--- config.mk ---
export PLATFORM = sky130hd
export DESIGN_NAME = booth_row_encoder
export DESIGN_NICKNAME = d
export VERILOG_FILES = /design/src/rtl/booth_pkg.sv /design/src/rtl/booth_group_dec.sv /design/src/rtl/booth_row_gen.sv /design/src/rtl/booth_row_encoder.sv
export SDC_FILE = /design/constraint.sdc
export NUM_CORES = 1
export LEC_CHECK = 0
export BUFFER_PORTS_ARGS = -buffer_cell sky130_fd_sc_hd__buf_2
export CORE_ASPECT_RATIO = 0.7
export CORE_MARGIN = 2
export CORE_UTILIZATION = 46
export DETAILED_ROUTE_END_ITERATION = 8
export GPL_TIMING_DRIVEN = 0
export PLACE_DENSITY = 0.78
export SYNTH_ARGS = -nofsm -noshare
export SYNTH_HDL_FRONTEND = slang
export SYNTH_SLANG_ARGS = --single-unit
--- constraint.sdc ---
create_clock -name vclk -period 2.1
set_input_delay 0.21 -clock vclk [all_inputs]
set_output_delay 0.21 -clock vclk [all_outputs]
set_load 0.03 [all_outputs]
--- src/rtl/booth_pkg.sv ---
package booth_pkg;

   typedef struct packed {
      logic neg;
      logic dbl;
      logic one;
      logic zero;
      logic cor;
   } booth_ctl_t;

   localparam int GROUP_W = 3;

endpackage

--- src/rtl/booth_group_dec.sv ---
module booth_group_dec
   import booth_pkg::*;
(
   input  logic [GROUP_W-1:0] grp_i,
   output booth_ctl_t         ctl_o
);

   always_comb begin
      ctl_o = '0;
      unique case (grp_i)
         3'b000: ctl_o.zero = 1'b1;
         3'b001,
         3'b010: ctl_o.one  = 1'b1;
         3'b011: ctl_o.dbl  = 1'b1;
         3'b100: begin
            ctl_o.neg = 1'b1;
            ctl_o.dbl = 1'b1;
            ctl_o.cor = 1'b1;
         end
         3'b101,
         3'b110: begin
            ctl_o.neg = 1'b1;
            ctl_o.one = 1'b1;
            ctl_o.cor = 1'b1;
         end
         default: begin
            ctl_o.neg  = 1'b1;
            ctl_o.zero = 1'b1;
         end
      endcase
   end

   // exactly one magnitude selector per group
   always_comb begin
      a_r10_one_selector: assert ($onehot({ctl_o.zero, ctl_o.one, ctl_o.dbl}))
         else $error("selector flags not one-hot for group %b", grp_i);
      a_r6_neg_zero_no_cor: assert (!(grp_i == 3'b111) || (ctl_o.zero && !ctl_o.cor))
         else $error("group 111 must give zero without correction");
   end

endmodule

--- src/rtl/booth_row_gen.sv ---
module booth_row_gen
   import booth_pkg::*;
#(
   parameter int A_W     = 8,
   parameter bit NEG_XOR = 1'b1
) (
   input  logic [A_W-1:0] a_i,
   input  booth_ctl_t     ctl_i,
   output logic [A_W:0]   row_o
);

   localparam int RW = A_W + 1;

   // ax[k+1] = a_k (sign-extended one place), ax[0] = a_(-1) = 0
   logic [RW:0] ax;
   assign ax = {a_i[A_W-1], a_i, 1'b0};

   for (genvar k = 0; k < RW; k++) begin : g_bit
      logic sel;
      logic inv;
      assign sel = (ctl_i.one & ax[k+1]) | (ctl_i.dbl & ax[k]);
      if (NEG_XOR) begin : g_xor
         assign inv = sel ^ ctl_i.neg;
      end else begin : g_mux
         assign inv = ctl_i.neg ? ~sel : sel;
      end
      assign row_o[k] = inv & ~ctl_i.zero;
   end

   // a null row is all zeros, even with the invert flag raised
   always_comb begin
      a_r8_zero_row_clear: assert (!ctl_i.zero || (row_o == '0))
         else $error("null row not cleared: %b", row_o);
   end

endmodule

--- src/rtl/booth_row_encoder.sv ---
module booth_row_encoder
   import booth_pkg::*;
#(
   parameter int A_W     = 8,
   parameter int B_W     = 8,
   parameter bit NEG_XOR = 1'b1
) (
   input  logic [A_W-1:0]               a_i,
   input  logic [B_W-1:0]               b_i,
   output logic [(B_W/2)*(A_W+1)-1:0]   row_o,
   output logic [B_W/2-1:0]             neg_o,
   output logic [B_W/2-1:0]             dbl_o,
   output logic [B_W/2-1:0]             one_o,
   output logic [B_W/2-1:0]             zero_o,
   output logic [B_W/2-1:0]             cor_o
);

   localparam int NR = B_W / 2;
   localparam int RW = A_W + 1;

   if (B_W < 2 || (B_W % 2) != 0) begin : g_chk_b
      $error("B_W must be even and at least 2");
   end
   if (A_W < 2) begin : g_chk_a
      $error("A_W must be at least 2");
   end

   logic [B_W:0] bx;
   assign bx = {b_i, 1'b0};

   for (genvar j = 0; j < NR; j++) begin : g_row
      logic [GROUP_W-1:0] grp;
      booth_ctl_t         ctl;
      logic [RW-1:0]      row;

      assign grp = bx[2*j+2 : 2*j];

      booth_group_dec u_dec (
         .grp_i (grp),
         .ctl_o (ctl)
      );

      booth_row_gen #(
         .A_W     (A_W),
         .NEG_XOR (NEG_XOR)
      ) u_row (
         .a_i   (a_i),
         .ctl_i (ctl),
         .row_o (row)
      );

      assign row_o[j*RW +: RW] = row;
      assign neg_o[j]  = ctl.neg;
      assign dbl_o[j]  = ctl.dbl;
      assign one_o[j]  = ctl.one;
      assign zero_o[j] = ctl.zero;
      assign cor_o[j]  = ctl.cor;

      // row value plus correction equals the Booth digit times A
      always_comb begin
         automatic int kd = -2 * int'(b_i[2*j+1]) + int'(bx[2*j+1]) + int'(bx[2*j]);
         automatic int rv = int'($signed(row_o[j*RW +: RW])) + int'(cor_o[j]);
         a_r7_row_value: assert (rv == kd * int'($signed(a_i)))
            else $error("row %0d value %0d, digit %0d", j, rv, kd);
         a_r10_cor_rule: assert (cor_o[j] == (neg_o[j] & ~zero_o[j]))
            else $error("row %0d correction mismatch", j);
      end
   end

endmodule

==> results.md <==
Detailed routing:
- For this block, the initial DRC count from the detailed router was 142.
- In the routed layout, each cell is associated on average with a via count of 5.83.
- After detailed routing, the total wire length is 4210 um.
- The count of TritonRoute iterations in the first routing pass is 4.
- The wire length per cell is 14.7 um.
- The count of vias placed by the detailed router is 1668.
- In this run the remaining antenna-violating nets after routing total 0.
- The number of design rule violations left after detail routing is 0.

Synthesis:
- Ranked by total cell area, the synthesized netlist is headed by sky130_fd_sc_hd__xnor2_1 (15%), sky130_fd_sc_hd__nand4b_1 (13%), sky130_fd_sc_hd__o221ai_2 (7.6%), sky130_fd_sc_hd__buf_2 (6.5%), sky130_fd_sc_hd__mux2_2 (6.5%).
- The cell area that synthesis handed to floorplanning was 1380 um^2.
- Yosys printed 0 warnings.
- The share of synthesized area occupied by flip-flops and latches is 0%.
- The cell taking the most area after synthesis is sky130_fd_sc_hd__xnor2_1.
- After technology mapping, the gate count stands at 180.
- The number of unique standard cell types used by synthesis is 35.
- The commonest cells after synthesis are sky130_fd_sc_hd__xnor2_1 (23), sky130_fd_sc_hd__nand4b_1 (21), sky130_fd_sc_hd__buf_2 (18), sky130_fd_sc_hd__clkbuf_1 (13), sky130_fd_sc_hd__nand2_1 (11).
- The average instance in the mapped netlist occupies 7.69 um^2.
- sky130_fd_sc_hd__xnor2_1 is the most common cell in the netlist.
- The net count after synthesis is 196.
- Summed over its instances, the top area cell type makes up 14.6% of the synthesized netlist area.

Worst hold path:
- The type of the worst min-delay path is input pin to output pin.
- For hold timing, the worst endpoint is neg_o[3].
- The launch instance of the worst min-delay path is b_i[7].
- The number of cells on the worst hold path is 3.

STA:
- The shortest period the worst path allows is 1660 ps.
- The final max-slew violation count is 0.
- The sum of negative setup slack is 0 ps.
- The hold violation count in the final report is 0.
- Setup violations remaining at the end of the flow were counted as 0.
- The headroom to the max-slew limit is 58.6%.
- At the pin with the least slew margin, the transition time is 617 ps.
- Based on the critical path, the design can be clocked at up to 604 MHz.
- The share of the clock period used by the worst path after layout is approximately four fifths.
- Setup repair after global routing left no endpoint under its margin.

Critical path:
- The startpoint kind of the worst setup timing path is an input pin.
- The endpoint required time on the critical path is 1890 ps.
- The biggest fanout along the worst timing path is 10.
- The endpoint class of the critical path is an output pin.
- For the worst setup path, the data arrival time is 1450 ps.
- The worst setup path is of the input pin to output pin kind.

Die:
- Row generation in the floorplan step produced 16 rows.
- The floorplan die area is about 3500 um^2.
- The number of top-level design ports is 72.
- The height of the die is 49.9 um.
- The die span in x is 69.6 um.
- The region available for standard cell placement spans 2820 um^2.
- The initial utilization of the core area, before any placement, comes to approximately half.

Job:
- Across the run, the number of max-cap violations was 0.

Layout:
- The final design instance area without fill is around 1800 um^2.
- In the final layout, flip-flops and latches occupy 0 um^2.
- The design has 0 sequential cells.
- The layout has 0 clock buffers.
- The number of nets in the final layout is between 200 and 300.
- The synthesis-to-finish area growth is 28.6%.
- The number of antenna diodes is 0.
- The fraction of layout cells with a size suffix above 1 is between 40% and 50%.

Global route:
- The total grt overflow is 0.
- Entering global routing, the biggest net connects 11 pins.
- In the global route stage, overall resource usage came out at 22.8%.
- The routing usage on met3 is 1.64%.
- Global routing used 37.8% of the available met2 tracks.
- The first-pass GRT wire length is around 6700 um.
- The initial antenna violation count came to 0.
- For met1 alone, demand over resource in global routing was between 30 and 40%.
- The layer flagged by global routing as most heavily used is met2.
- The via count of the first global-routing pass is 1410.

Place:
- Port buffering added 70 buffers.
- The post-DP HPWL is 3080 um.
- The placed cell area is 1780 um^2.
- At the end of routability-driven placement, the weighted congestion stood at 0.841.

Power:
- Dividing total power by cell area gives a power density of 366 nW/um^2.
- The leakage power is 0.786 nW.
- The highest ir drop seen on vdd is 0.000178 V.

Clock network:
- Hold repair after CTS inserted 0 buffers.
- In this run the post-CTS setup repair buffer count came out at 0.
- In this run, post-CTS repair resized a total of 0 instances.

Status:
- The run finished with clean final reports.
## cell type report
| type | instances | area, um^2 |
|---|---|---|
| Fill cell | 281 | 1040 |
| Multi-Input combinational cell | 138 | 1170 |
| Buffer | 37 | 199 |
| Inverter | 5 | 18.8 |
| Tap cell | 36 | 45.0 |
| Timing Repair Buffer | 70 | 350 |
## how the worst max path moves through the flow
stage	from	end	slack (ps)	cells after the start
after floorplan	a_i[0]	row_o[9]	420	4
after global placement	b_i[1]	row_o[12]	460	5
after detailed placement	b_i[1]	row_o[12]	500	5
after CTS	b_i[1]	row_o[12]	500	5
after global routing	b_i[1]	row_o[11]	370	5
final	b_i[1]	row_o[12]	440	5
## cell usage in the layout (no fill, tap or decap), drive strengths merged, types with 2 or more instances in the layout
| cell | count |
|---|---|
| a21o | 2 |
| a21oi | 3 |
| a221oi | 2 |
| and3 | 2 |
| buf | 94 |
| clkbuf | 13 |
| inv | 5 |
| mux2 | 8 |
| mux2i | 8 |
| nand2 | 11 |
| nand3 | 2 |
| nand4b | 21 |
| nor2b | 3 |
| o211ai | 7 |
| o21ai | 9 |
| o221ai | 14 |
| o2bb2ai | 2 |
| or3 | 3 |
| or3b | 2 |
| or4b | 7 |
| xnor2 | 25 |
## cell families (layout without fill, tap and decap cells)
logic type / count (synthesis) / in the layout / share of synthesized area, %
AO/OA/AOI/OAI: 43 / 43 / 26.9
multiplexers: 16 / 16 / 12.3
buffers and inverters: 42 / 112 / 15.7
AND/OR/NAND/NOR: 54 / 54 / 28.2
XOR/XNOR: 25 / 25 / 16.9
## worst max-delay path: stages
cell	delay, ps
sky130_fd_sc_hd__buf_2	100
sky130_fd_sc_hd__buf_2	170
sky130_fd_sc_hd__xnor2_1	510
sky130_fd_sc_hd__o221ai_1	230
sky130_fd_sc_hd__buf_2	230
## stage by stage
stage / power [mW] / worst slack (ps) / hold WS [ps] / util (%) / cells
3_3_place_gp: 0.643 / 461 / 773 / 63.0 / 286
2_1_floorplan: 0.485 / 419 / 605 / - / 180
3_5_place_dp: 0.647 / 496 / 777 / 63.0 / 286
6_report: 0.651 / 443 / 775 / 63.0 / 286
5_1_grt: 0.690 / 370 / 805 / 63.0 / 286
4_1_cts: 0.649 / 495 / 778 / 63.0 / 286
## power breakdown
part	leakage (nW)	switching, mW	internal (mW)
sequential	0	0	0
clock	0	0	0
combinational	0.786	0.431	0.220
## metal layers
layer	share of wire, %	up-vias
li1	-	817
met5	0	-
met4	0	0
met2	43	79
met1	50	772
met3	7.6	0
(Power assumes the default switching activity.)
